==> config.mk <==
export PLATFORM = sky130hd
export DESIGN_NAME = dbg_watchpoint_unit
export DESIGN_NICKNAME = d
export VERILOG_FILES = /design/src/rtl/dbgwp_pkg.sv /design/src/rtl/dbgwp_regs.sv /design/src/rtl/dbgwp_match.sv /design/src/rtl/dbgwp_status.sv /design/src/rtl/dbg_watchpoint_unit.sv
export SDC_FILE = /design/constraint.sdc
export NUM_CORES = 1
export LEC_CHECK = 0
export ABC_AREA = 1
export BUFFER_PORTS_ARGS = -buffer_cell sky130_fd_sc_hd__clkbuf_2
export CAP_MARGIN = 20
export CORE_UTILIZATION = 50
export CTS_CLUSTER_DIAMETER = 50
export DETAILED_ROUTE_END_ITERATION = 8
export PLACE_DENSITY = 0.69
export SYNTH_ARGS = -nofsm -noshare
export SYNTH_HDL_FRONTEND = slang
export SYNTH_HIERARCHICAL = 1
export SYNTH_SLANG_ARGS = --single-unit
==> constraint.sdc <==
create_clock -name clk -period 1.5 [get_ports clk]
set_input_delay 0.45 -clock clk [delete_from_list [all_inputs] [get_ports clk]]
set_output_delay 0.45 -clock clk [all_outputs]
set_load 0.02 [all_outputs]
==> src/rtl/dbgwp_pkg.sv <==
`timescale 1ns/1ps
package dbgwp_pkg;
  // Offsets inside the register window, relative to the block layout
  localparam int unsigned IAC_BASE = 0;
  // Control field per data event: {store_qual, load_qual}
  localparam int unsigned DAC_QUAL_W = 2;
  localparam int unsigned QUAL_LD    = 0;
  localparam int unsigned QUAL_ST    = 1;
endpackage

==> src/rtl/dbgwp_regs.sv <==
`timescale 1ns/1ps
module dbgwp_regs #(
  parameter int unsigned AW     = 32,
  parameter int unsigned N_IAC  = 4,
  parameter int unsigned N_DAC  = 2,
  parameter int unsigned RAW    = 3,
  parameter int unsigned CTRL_W = 8
) (
  input  logic                       clk,
  input  logic                       rst_n,
  input  logic                       wr_en,
  input  logic [RAW-1:0]             wr_addr,
  input  logic [AW-1:0]              wr_data,
  output logic [N_IAC-1:0][AW-1:0]   iac_cmp,
  output logic [N_DAC-1:0][AW-1:0]   dac_cmp,
  output logic [CTRL_W-1:0]          ctrl
);
  import dbgwp_pkg::*;

  localparam int unsigned DAC_BASE  = IAC_BASE + N_IAC;
  localparam int unsigned CTRL_ADDR = DAC_BASE + N_DAC;

  for (genvar i = 0; i < N_IAC; i++) begin : g_iac
    always_ff @(posedge clk or negedge rst_n) begin
      if (!rst_n)
        iac_cmp[i] <= '0;
      else if (wr_en && wr_addr == RAW'(IAC_BASE + i))
        iac_cmp[i] <= wr_data;
    end
  end

  for (genvar k = 0; k < N_DAC; k++) begin : g_dac
    always_ff @(posedge clk or negedge rst_n) begin
      if (!rst_n)
        dac_cmp[k] <= '0;
      else if (wr_en && wr_addr == RAW'(DAC_BASE + k))
        dac_cmp[k] <= wr_data;
    end
  end

  always_ff @(posedge clk or negedge rst_n) begin
    if (!rst_n)
      ctrl <= '0;
    else if (wr_en && wr_addr == RAW'(CTRL_ADDR))
      ctrl <= wr_data[CTRL_W-1:0];
  end
endmodule

==> src/rtl/dbgwp_match.sv <==
`timescale 1ns/1ps
module dbgwp_match #(
  parameter int unsigned AW     = 32,
  parameter int unsigned N_IAC  = 4,
  parameter int unsigned N_DAC  = 2,
  parameter int unsigned CTRL_W = 8,
  parameter int unsigned N_EV   = 6
) (
  input  logic [N_IAC-1:0][AW-1:0]   iac_cmp,
  input  logic [N_DAC-1:0][AW-1:0]   dac_cmp,
  input  logic [CTRL_W-1:0]          ctrl,
  input  logic                       ifetch_valid,
  input  logic [AW-1:0]              ifetch_addr,
  input  logic                       dacc_valid,
  input  logic [AW-1:0]              dacc_addr,
  input  logic                       dacc_is_store,
  output logic [N_EV-1:0]            hit,
  output logic [N_EV-1:0]            set_req
);
  import dbgwp_pkg::*;

  // Instruction compares look at word addresses only
  localparam logic [AW-1:0] IAC_MASK = ~AW'(3);

  for (genvar i = 0; i < N_IAC; i++) begin : g_iac
    logic eq;
    assign eq         = ((ifetch_addr ^ iac_cmp[i]) & IAC_MASK) == '0;
    assign hit[i]     = ifetch_valid && eq;
    assign set_req[i] = ifetch_valid && eq && ctrl[i];
  end

  for (genvar k = 0; k < N_DAC; k++) begin : g_dac
    logic ld_q, st_q, raw, typed, open;
    assign ld_q  = ctrl[N_IAC + DAC_QUAL_W*k + QUAL_LD];
    assign st_q  = ctrl[N_IAC + DAC_QUAL_W*k + QUAL_ST];
    assign raw   = dacc_valid && (dacc_addr == dac_cmp[k]);
    assign typed = dacc_is_store ? st_q : ld_q;
    assign open  = !ld_q && !st_q;
    assign hit[N_IAC + k]     = raw && (typed || open);
    assign set_req[N_IAC + k] = raw && typed;
  end
endmodule

==> src/rtl/dbgwp_status.sv <==
`timescale 1ns/1ps
module dbgwp_status #(
  parameter int unsigned N_EV = 6
) (
  input  logic            clk,
  input  logic            rst_n,
  input  logic [N_EV-1:0] set_req,
  input  logic [N_EV-1:0] clr_req,
  output logic [N_EV-1:0] status
);
  // Set has priority over a same-cycle clear
  always_ff @(posedge clk or negedge rst_n) begin
    if (!rst_n)
      status <= '0;
    else
      status <= (status & ~clr_req) | set_req;
  end
endmodule

==> src/rtl/dbg_watchpoint_unit.sv <==
`timescale 1ns/1ps
module dbg_watchpoint_unit #(
  parameter int unsigned AW    = 32,
  parameter int unsigned N_IAC = 4,
  parameter int unsigned N_DAC = 2,
  localparam int unsigned N_EV   = N_IAC + N_DAC,
  localparam int unsigned RAW    = $clog2(N_EV + 2),
  localparam int unsigned CTRL_W = N_IAC + 2*N_DAC
) (
  input  logic            clk,
  input  logic            rst_n,
  input  logic            reg_wr_en,
  input  logic [RAW-1:0]  reg_wr_addr,
  input  logic [AW-1:0]   reg_wr_data,
  input  logic            ifetch_valid,
  input  logic [AW-1:0]   ifetch_addr,
  input  logic            dacc_valid,
  input  logic [AW-1:0]   dacc_addr,
  input  logic            dacc_is_store,
  output logic [N_EV-1:0] watch_o,
  output logic [N_EV-1:0] status_o
);
  localparam int unsigned STAT_ADDR = N_EV + 1;

  logic [N_IAC-1:0][AW-1:0] iac_cmp;
  logic [N_DAC-1:0][AW-1:0] dac_cmp;
  logic [CTRL_W-1:0]        ctrl;
  logic [N_EV-1:0]          hit, set_req, clr_req;
  logic [N_EV-1:0]          watch_q;

  dbgwp_regs #(.AW(AW), .N_IAC(N_IAC), .N_DAC(N_DAC), .RAW(RAW), .CTRL_W(CTRL_W)) u_regs (
    .clk(clk), .rst_n(rst_n), .wr_en(reg_wr_en), .wr_addr(reg_wr_addr),
    .wr_data(reg_wr_data), .iac_cmp(iac_cmp), .dac_cmp(dac_cmp), .ctrl(ctrl)
  );

  dbgwp_match #(.AW(AW), .N_IAC(N_IAC), .N_DAC(N_DAC), .CTRL_W(CTRL_W), .N_EV(N_EV)) u_match (
    .iac_cmp(iac_cmp), .dac_cmp(dac_cmp), .ctrl(ctrl),
    .ifetch_valid(ifetch_valid), .ifetch_addr(ifetch_addr),
    .dacc_valid(dacc_valid), .dacc_addr(dacc_addr), .dacc_is_store(dacc_is_store),
    .hit(hit), .set_req(set_req)
  );

  assign clr_req = (reg_wr_en && reg_wr_addr == RAW'(STAT_ADDR)) ? reg_wr_data[N_EV-1:0] : '0;

  dbgwp_status #(.N_EV(N_EV)) u_status (
    .clk(clk), .rst_n(rst_n), .set_req(set_req), .clr_req(clr_req), .status(status_o)
  );

  always_ff @(posedge clk or negedge rst_n) begin
    if (!rst_n) watch_q <= '0;
    else        watch_q <= hit;
  end
  assign watch_o = watch_q;
endmodule

==> results of run 1 <==
[power by group through the flow]
stage               logic, W  registers [W]  clock network [W]
detailed placement   0.00342        0.00735                  0
global placement     0.00333        0.00732                  0
CTS                  0.00345        0.00727            0.00633
floorplan            0.00216        0.00710                  0
finish               0.00352        0.00728            0.00626
global route         0.00398        0.00740            0.00656
[timing repair]
action / CTS / global route
pin swaps: 0 / 6
setup endpoints to repair: 13 / 20
resized for setup: 1 / 59
setup buffers: 0 / 2
endpoints found under the hold margin: 25 / 0
hold buffers: 1 / 0
[routing by layer]
layer / vias to the layer above / part of all wire [%] / GRT usage (%)
met3: 97 / 6.5 / 4.364
met4: 0 / 4.3 / 14.29
li1: 5180 / - / -
met5: - / 0 / 0
met1: 4858 / 43 / 44.34
met2: 403 / 47 / 55.14
[final cells by class]
cell class | instances | area [um2]
inverter | 188 | 705.7
clock inverter | 15 | 121.4
timing repair buffer | 193 | 1488
multi-input combinational | 1153 | 5079
fill | 1967 | 7679
clock buffer | 35 | 765.7
tap | 275 | 344.1
sequential | 204 | 5105
[sequential cells by signal, summed over array words and instances, names as in the netlist]
register and flops:
u_regs/ctrl 8, u_regs/dac_cmp 64, u_regs/iac_cmp 120, u_status/status 6
watch_o 6
[metrics by stage]
| stage | setup TNS, ps | instances |
|---|---|---|
| 4_1_cts | -325.0 | 2061 |
| 3_3_place_gp | -1648 | 2010 |
| 3_5_place_dp | -1788 | 2010 |
| 2_1_floorplan | 0 | 1595 |
| 5_1_grt | -416.2 | 2063 |
| 6_report | -94.80 | 2063 |
[worst min-delay path by stage]
stage,cells after the start,to,from,slack [ps]
2_1_floorplan,0,u_regs/ctrl[0],rst_n,150
6_report,3,u_regs/iac_cmp[110],reg_wr_data[14],220
5_1_grt,3,u_regs/dac_cmp[33],reg_wr_data[1],220
4_1_cts,3,u_regs/dac_cmp[33],reg_wr_data[1],200
3_5_place_dp,1,u_regs/iac_cmp[44],rst_n,420
3_3_place_gp,1,u_regs/iac_cmp[44],rst_n,420
==> results by stage, run 1 <==
Outcome:
- The flow ran to the end, but the final reports show violations.
- The checks that failed: negative setup slack.

Placed design:
- The detailed placement HPWL is 25.72 mm.
- The minimum setup slack after placement is -257.8 ps.
- In this run the tool buffered the top-level ports with 114 buffer cells.
- Routability-driven placement finished with a final weighted congestion of 0.9524.
- In this run the cell area measured after placement is 12520 um2.

Worst setup path:
- The endpoint of the most critical setup path is status_o[3].
- Data arrives at the worst endpoint at 1080 ps.
- The startpoint type of the worst setup path is a flip-flop.
- The cell with the biggest individual delay on the critical path is dfrtp_1.
- The number of cells on the worst reg-to-reg path is 9.
- The family with the most delay on the worst path is flip-flops.
- The startpoint identified for the worst register-to-register timing path is u_regs/iac_cmp[84].
- Together, buffers and inverters on the worst path number 1.
- In this run the number of cells on the critical path is 1.
- The start-to-end type of the worst setup path is reg -> out.
- The critical register-to-register path endpoint is u_status/status[2].
- The critical path's largest stage delay is 400 ps.
- The worst register-to-register path has a setup slack of 0 ps.
- The element type at the critical path end is an output pin.
- The critical path starts at u_status/status[3].
- In this run the worst path has a maximum fanout of 2.
- The critical path goes through buf_6.
- The worst endpoint required time is 1050 ps.

Global routing:
- The combined global-route utilization of all metal layers is 33.45%.
- The total overflow reported by the global router is 0.
- The number of antenna violations at the first check in global routing is 0.
- Entering global routing, the biggest net connects 43 pins.
- The first-pass GRT wire length is 56.30 mm.
- The number of global-route vias before repair is 10350.

Pwr:
- The worst-case IR drop observed on VDD is 0.8490 mV.
- The reported leakage power is 7.589 nW.
- The share of total power dissipated in combinational logic is 20.6%.
- The fraction of power consumed by the clock network is 36.7%.
- For this design the ratio of total power to cell area is 1254 nW/um2.
- Cell internal power was estimated by the tool at 0.01157 W.
- The post-layout total power is 0.01706 W.
- The proportion of power drawn by flip-flops and latches is 42.7%.
- Net switching is 32.22% of the power.
- The net switching power is 0.005498 W.

Clocking:
- The number of sinks handled by clock tree synthesis is 204.
- The count of H-tree levels built during CTS is 1.
- TritonCTS built the clock tree.
- The cell at the root of the clock tree is clkbuf_16.
- The number of buffers inserted during clock tree synthesis is 27.
- The clock reaches the later pin of the worst-skew pair after 530 ps.
- The clock transition at the register clock pins on the worst setup and hold paths after CTS is 60 ps.
- The clock passes through at most 3 buffers.

Layout:
- After routing the design area is 13610 um2.
- The area growth from synthesis to layout is 23.84%.
- In the layout the commonest cells are 757 x nand2_1, 204 x dfrtp_1, 176 x inv_1.
- The fraction of layout cells with a size suffix above 1 is 16.22%.
- In the final design database the tool counted 1872 nets.
- The repair_antennas step left the layout with diodes totalling 0.
- The utilization after layout is 63.93%.
- The most common cell after layout, fill and taps aside is nand2_1.

STA:
- Setup violations remaining at the end of the flow were counted as 7.
- The clock skew is 8.649 ps.
- The count of final max-slew check failures is 0.
- The tightest hold path in the finished design has a slack of 219.7 ps.
- The slew of the pin with the lowest slew margin is 563.0 ps.
- The hold violation count in the final report was 0.
- The share of the clock period used by the worst path after layout is 101.9%.
- The highest attainable clock frequency is 0.6542 GHz.
- The time the final worst path needs with I/O delays and setup is 1529 ps.
- The worst pin sits at a relative slew slack of 62.33%.
- Setup repair after global routing could not meet its margin everywhere.
- After layout, the worst setup slack is -28.69 ps.

Die:
- The die is 150.2 um tall.
- After floorplanning, the core was divided into 53 placement rows.
- During I/O placement, the number of pins put on the boundary was 117.
- The floorplan die width is 150.2 um.
- The initial standard-cell utilization of the core is 51.62%.
- The total die area is 22570 um2.
- The floorplan step defined a core boundary enclosing 21290 um2.

Yosys:
- The Yosys step of the flow raised 6 warnings.
- The number of nets produced by synthesis is 1700.
- The mapped cell area is 10990 um2.
- Synthesis produced 1595 cells.
- The per-instance average area after synthesis is 6.889 um2.

Detailed routing:
- The violation count after the first detailed-route iteration is 830.
- The detailed-route vias per instance is 5.108.
- After detailed routing, the number of remaining DRC violations is 0.
- The first detailed-routing pass took 5 iterations.
- Wires add up to 36.12 mm.
- Detailed routing inserted a total of 10540 vias.
- The antenna violation net count after detailed routing is 0.
- The routed wire length per instance is 17.51 um.

Min path:
- The class of the tightest hold or removal check is in -> reg.

Job:
- Across the run, the number of max-cap violations was 0.
Power figures use the tool's default switching activity.
==> run 2: changes to the inputs <==
==> constraint.sdc (replaced) <==
create_clock -name clk -period 1.5 [get_ports clk]
set_input_delay 0.15 -clock clk [delete_from_list [all_inputs] [get_ports clk]]
set_output_delay 0.15 -clock clk [all_outputs]
set_load 0.02 [all_outputs]
==> run 2 against run 1 <==
The flow now finishes without violations. Fmax grew 5.4%. Critical path depth grew 8. Clock skew hardly changed. First-iteration DRC count rose by 8.8%. Utilization is 0.43 points lower. Sequential share of layout area rose by 0.25 points. Global-route usage decreased by 0.88 points. Sequential power is essentially flat. Cell count decreased by 0.58%. Clock power grew 12%. Worst setup slack improved by 79 ps.
==> results by stage, run 2 (synthesized netlist as in run 1, its figures left out) <==
Outcome:
- The flow ran to the end, and the final reports show no timing, DRC or antenna violations.

Detailed routing:
- Across all layers, the routed design uses 10540 vias.
- For this run, the detailed router's first-pass iteration total came to 7.
- After the first detailed-routing iteration, the DRC count stood at 903.
- In this run the remaining antenna-violating nets after routing total 0.
- The detailed-route vias per instance is 5.141.
- Summed over all layers, the routed wires come to 35.63 mm.
- The routed wire length per instance is 17.37 um.
- The remaining routing DRC violations is 0.

Global routing:
- The number of global-route vias before repair was 10100.
- After global routing, the most crowded layer is met2.
- The met1 routing resource usage after global routing is 44.16%.
- The met3 usage in global routing is 3.788%.
- Entering global routing, the biggest net connects 64 pins.
- The total overflow reported by the global router is 0.
- The number of antenna violations at the first check in global routing is 0.
- The global routing usage on met2 is 53.75%.
- The first-pass GRT wire length is 55.17 mm.
- The combined global-route utilization of all metal layers is 32.57%.

Clocking:
- The tree built by TritonCTS fans out to 204 sinks.
- The maximum buffer depth of the clock tree is 3.
- Clock tree synthesis inserted a total of 28 buffers.
- The clock reaches the later pin of the worst-skew pair after 540 ps.
- TritonCTS built the clock tree.
- After clock tree synthesis, the clock-pin slew on the worst setup and hold paths is 60 ps.
- In this run the number of H-tree levels came out at 1.
- The cell at the root of the clock tree is clkbuf_16.

Placed design:
- The congestion estimate from routability-driven global placement came to 1.002.
- Summed over all nets, the half-perimeter wirelength after detailed placement is 25.15 mm.
- The port buffer count is 114.
- After detailed placement, the design holds a cell count of 1965.

STA:
- Headroom to the max-slew limit came out at 65.31%.
- The count of final max-slew check failures is 0.
- Setup violations remaining at the end of the flow were counted as 0.
- The highest attainable clock frequency is 0.6896 GHz.
- The hold violation count in the final report is 0.
- The clock arrives with 8.804 ps of skew.
- The share of the clock period used by the worst path after layout is 96.68%.
- Setup repair after global routing could not meet its margin everywhere.
- The total negative setup slack is 0 ps.
- The worst path needs 1450 ps of the cycle, external delays included.
- The slew of the pin with the lowest slew margin is 518.5 ps.

Layout:
- The register with the most flip-flops in the layout has 120 of them.
- The register with the most flip-flops in the final layout is u_regs/iac_cmp.
- Leaving out fill and tap cells, the most frequent cell in the layout is nand2_1.
- The count of antenna diodes in the layout is 0.
- The fraction of layout cells with a size suffix above 1 is 14.02%.
- The area growth from synthesis to layout is 23.01%.
- In the layout the commonest cells are 756 x nand2_1, 204 x dfrtp_1, 176 x inv_1.
- The net count of the finished layout is 1859.
- After the flow finishes, the layout carries non-filler instances totaling 2051.
- The largest registers in the layout are u_regs/iac_cmp x120, u_regs/dac_cmp x64, u_regs/ctrl x8.

Die:
- The initial standard-cell utilization of the core is 51.62%.
- The floorplan die width is 150.2 um.
- The number of top-level pins is 117.
- The die height is 150.2 um.
- Row generation in the floorplan step produced 53 rows.
- The area of the core is 21290 um2.
- The total die area is 22570 um2.

Worst setup path:
- The most critical setup path has its startpoint at u_regs/iac_cmp[92].
- The reg-to-reg critical path startpoint is u_regs/iac_cmp[92].
- The start-to-end type of the worst setup path is reg -> reg.
- Counting cells, the worst reg-to-reg path comes to 9.
- Along the worst path, the maximum fanout reaches 2.
- The data arrival time of the critical path is 1930 ps.
- The endpoint identified for the worst register-to-register timing path is u_status/status[2].
- Data on the critical path is required at its endpoint by 1980 ps.
- The slack of the worst reg-to-reg path is 50 ps.
- The worst setup path is launched from a flip-flop.
- The endpoint of the most critical setup path is u_status/status[2].
- The worst setup path is captured at a flip-flop.

Min path:
- The class of the tightest hold or removal check is in -> async.

Job:
- The max-capacitance violation count is 0.

Pwr:
- The net switching power is 0.005579 W.
- The cell internal power dissipation is 0.01217 W.
- The combinational fraction of design power is 19.7%.
- The fraction of power consumed by the clock network is 39.4%.
- In this run switching power makes up 31.42% of total power.
- For this design the ratio of total power to cell area is 1313 nW/um2.
- For this design the static power due to leakage is 7.460 nW.
- Sequential cells burn 40.9% of the power.
- VDD sags by at most 0.9599 mV.
run 2: cell types whose count changed in the layout (fill, tap and decap cells not counted), sizes merged:
cell | before | now
clkbuf | 137 | 148
bufinv | 0 | 4
dlygate4sd3 | 1 | 31
clkinvlp | 1 | 5
buf | 90 | 34
clkinv | 12 | 7
run 2: power groups by stage:
| stage | combinational [W] | sequential, W | clock, W |
|---|---|---|---|
| global placement | 0.00320 | 0.00730 | 0 |
| CTS | 0.00338 | 0.00725 | 0.00710 |
| finish | 0.00349 | 0.00726 | 0.00700 |
| detailed placement | 0.00329 | 0.00733 | 0 |
| global route | 0.00395 | 0.00738 | 0.00731 |
| floorplan | 0.00216 | 0.00710 | 0 |
run 2: area by class of cell:
class                           count  area [um2]
Clock inverter                     18       250.2
Multi-Input combinational cell   1153        5082
Timing Repair Buffer              179        1286
Inverter                          188       705.7
Clock buffer                       34       743.2
Tap cell                          275       344.1
Fill cell                        1950        7770
Sequential cell                   204        5105
run 2: worst min path at each step:
stage                          from                 end  slack (ps)  cells after the start
floorplan                     rst_n      u_regs/ctrl[0]        -150                      0
global placement              rst_n  u_regs/iac_cmp[50]           7                      1
detailed placement            rst_n  u_regs/iac_cmp[62]           7                      1
CTS                           rst_n  u_regs/iac_cmp[62]           7                      2
global route        reg_wr_data[17]  u_regs/dac_cmp[49]          30                      3
finish                        rst_n  u_regs/iac_cmp[62]          10                      2
run 2: timing repair:
item,4_1_cts,5_1_grt
resized for setup,1,27
hold buffers,31,0
pin swaps,0,15
endpoints found under the setup margin,1,8
buffers inserted,0,3
endpoints found under the hold margin,348,0
run 2: worst max-delay path: stages, from the launching register on:
cell and delay (ps):
dfrtp_1 390, xor2_1 140, nor2_1 180, nand2_1 70, nor2_1 120, buf_4 170, nand2_4 60, nor3_2 140
inv_1 50, nand2_1 70
run 2: metal layers:
layer  vias up  routed length [um]
met1      4899               15170
met5         -                   0
met4         0                1266
met2       407               16890
met3        73                2294
li1       5165                   -
run 2: through the flow:
stage / total power (W) / utilization, % / cell area (um2) / hold WS, ps / setup WS [ps]
detailed placement: 0.01062 / 56.78 / 12090 / 7.170 / 14.36
floorplan: 0.009254 / - / 10990 / -145.6 / 368.7
global placement: 0.01050 / 56.78 / 12090 / 6.758 / 43.30
finish: 0.01775 / 63.50 / 13520 / 14.54 / 49.84
CTS: 0.01773 / 62.92 / 13390 / 6.844 / 14.55
global route: 0.01864 / 63.50 / 13520 / 29.42 / -8.286
==> run 3: changes to the inputs <==
REMOVE_ABC_BUFFERS = 1   (was unset)
clock period = 1.6 ns   (was 1.5 ns; I/O delays follow)
==> run 3 against run 2 <==
Sequential share of layout area is 0.67 points higher. Routed wire length grew 2.0%. Largest cell class unchanged. Die area stayed put. Total power shrank 9.5%. Combinational power down 7.2%. Clock power down 13%. Worst hold slack barely moved. Non-clock buffer count fell by 6. Flip-flop and latch count unchanged. First-iteration DRC count shrank 21%. Global-route usage increased by 0.78 points. Sequential power is 6.6% lower.
==> results by stage, run 3 (synthesized netlist as in run 1, its figures left out) <==
Detailed routing:
- The remaining routing DRC violations is 0.
- In this run the remaining antenna-violating nets after routing total 0.
- For this block, the initial DRC count from the detailed router was 713.
- For this block, the routed nets add up to 36.35 mm of wire.
- The detailed-route vias per instance is 5.178.
- The via count of the routed design is 10560.
- The routed wire length per instance is 17.82 um.
- Before antenna repair, the detailed router went through 5 iterations.

Clocking:
- The cell sitting at the root of the clock tree is a clkbuf_16.
- After clock tree synthesis, the clock-pin slew on the worst setup and hold paths is 60 ps.
- The number of buffers inserted during clock tree synthesis is 26.
- CTS built an H-tree with a depth of 1.
- Clock tree synthesis found a total of 204 sinks.
- Post-CTS timing repair inserted 0 buffers for setup.
- The maximum buffer depth of the clock tree is 3.
- The clock tree from TritonCTS is yes.
- The clock latency on the worst-skew pair is 530 ps.

Layout:
- Leaving out fill and tap cells, the most frequent cell in the layout is nand2_1.
- With fillers left out, the area of the finished cells amounts to 13280 um2.
- In the layout the commonest cells are 761 x nand2_1, 204 x dfrtp_1, 176 x inv_1.
- The finished layout holds 2040 standard cells, fillers aside.
- The largest registers in the layout are u_regs/iac_cmp x120, u_regs/dac_cmp x64, u_regs/ctrl x8.
- The count of antenna diodes in the layout is 0.
- The register with the most flip-flops in the layout has 120 of them.
- More flip-flops sit in one register than any other, and that register is u_regs/iac_cmp.
- The fraction of layout cells with a size suffix above 1 is 12.75%.
- The post-synthesis to final-layout area growth is 20.86%.
- At the end of the flow, the number of nets in the layout was 1851.
- The layout filler cell count is 1949.

Job:
- The max-capacitance violation count is 0.

STA:
- The count of final max-slew check failures is 0.
- In the finished design, the share of the clock period the worst path needs comes to 94.84%.
- Static timing analysis puts the maximum clock frequency at 0.6590 GHz.
- For the pin with the worst max-slew slack, the measured transition is 432.6 ps.
- The final hold slack is 14.61 ps.
- The worst slew margin relative to its limit is 71.16%.
- For the final routed database, the setup TNS stands at 0 ps.
- The hold violation count in the final report is 0.
- Counting I/O delays and the setup requirement, the final critical path takes 1517 ps.
- The final critical-path setup slack is 82.51 ps.
- Setup violations remaining at the end of the flow were counted as 0.
- The clock skew is 6.092 ps.
- Setup repair after global routing left no endpoint under its margin.

Worst setup path:
- The critical path's largest stage delay is 390 ps.
- The worst setup path is captured at a flip-flop.
- The data arrival time of the critical path is 1990 ps.
- In this design, the critical path's most frequently occurring cell is nand2_1.
- Tracing the worst setup path back leads to its startpoint at u_regs/iac_cmp[10].
- The start-to-end type of the worst setup path is reg -> reg.
- The critical path goes through xnor2_1, nand2_1, nor2_1, nand2_1, nor2_1, nand2_1, nor2_1, inv_1, nand2_1.
- The maximum fanout along the worst path is 2.
- The startpoint type of the worst setup path is a flip-flop.
- The worst endpoint required time is 2070 ps.
- The cell with the biggest individual delay on the critical path is dfrtp_1.
- The worst register-to-register path begins at u_regs/iac_cmp[10].

Die:
- The initial standard-cell utilization of the core is 51.62%.
- The number of top-level pins is 117.
- The placement row count is 53.
- The total area inside the core boundary comes to 21290 um2.
- Measured along the y axis, the die boundary spans 150.2 um.
- The die covers 22570 um2.
- In this run the horizontal extent of the chip is 150.2 um.

Placed design:
- Summing all placed instances gives a cell area of 12140 um2.
- The detailed placement HPWL is 26.02 mm.
- The port buffer count is 114.
- At the end of routability-driven placement, the weighted congestion stood at 0.9616.
- At the placement stage, the worst setup path has a slack of 45.61 ps.
- The number of placed instances with taps included is 1970.

Pwr:
- Across the VDD grid, the largest voltage drop is 0.9227 mV.
- The areal power density over the cells is 1210 nW/um2.
- The analysis attributes to cell leakage a power of 7.367 nW.

Min path:
- In this run the most critical hold path is launched from reg_wr_data[29].
- The class of the tightest hold or removal check is in -> reg.

Global routing:
- The number of antenna violations at the first check in global routing was 0.
- The total overflow reported by the global router is 0.
- The combined global-route utilization of all metal layers is 33.35%.
- The number of global-route vias before repair was 10190.
- The first-pass GRT wire length is 56.00 mm.
- Entering global routing, the biggest net connects 42 pins.

Outcome:
- The flow ran to the end, and the final reports show no timing, DRC or antenna violations.
-- run 3: cell count changes in the layout (fill, tap and decap cells not counted), sizes merged --
| cell | delta |
|---|---|
| dlygate4sd3 | -8 |
| inv | -5 |
| clkinv | +3 |
| buf | +2 |
| clkinvlp | -2 |
| bufinv | -1 |
-- run 3: where the power goes --
part           leakage, nW  internal, W  switching [W]
registers             2.58      0.00608       0.000700
clock network        0.430      0.00372        0.00234
logic                 4.35      0.00126        0.00197
-- run 3: routing by layer --
| metal | up-vias | part of all wire, % | GRT usage [%] | wire, um |
|---|---|---|---|---|
| met1 | 4972 | 42 | 43.33 | 15250 |
| met2 | 377 | 47 | 55.49 | 17150 |
| li1 | 5156 | - | - | - |
| met4 | 0 | 3.7 | 13.03 | 1360 |
| met3 | 59 | 7.1 | 5.667 | 2586 |
| met5 | - | 0 | 0 | 0 |
-- run 3: layout make-up --
cell class / count / area [um2] / area share (%)
flip-flops and latches: 204 / 5105 / 38.44
multi-input cells: 1153 / 4997 / 37.63
repair buffers: 173 / 1230 / 9.261
clock buffers: 34 / 732.0 / 5.512
inverters: 188 / 705.7 / 5.314
well taps: 275 / 344.1 / 2.591
clock inverters: 13 / 166.4 / 1.253
-- run 3: worst max-delay path: cells and delay by family, from the launching register on --
family	cells	cell delay [ps]
XOR/XNOR	1	330
flip-flops	1	390
buffers and inverters	1	40
AND/OR/NAND/NOR	7	700
-- run 3: final timing paths --
check | slack (ps) | end | cells past startpoint
max | 80 | u_status/status[0] | 9
min | 10 | u_regs/iac_cmp[125] | 3
max reg2reg | 80 | u_status/status[0] | 9
min reg2reg | 470 | u_status/status[3] | 2
max in group asynchronous | 820 | u_regs/iac_cmp[125] | 3
min in group asynchronous | 140 | u_regs/iac_cmp[62] | 2
-- run 3: stage by stage --
step | util [%] | total power (W)
after floorplan | - | 0.008640
after global placement | 57.02 | 0.009890
after detailed placement | 57.02 | 0.009982
after CTS | 62.32 | 0.01610
after global routing | 62.39 | 0.01687
final | 62.39 | 0.01607
-- run 3: repair_timing --
action	in CTS	in global routing
hold buffers	23	0
endpoints found under the setup margin	0	2
resized for setup	0	4
endpoints found under the hold margin	286	0
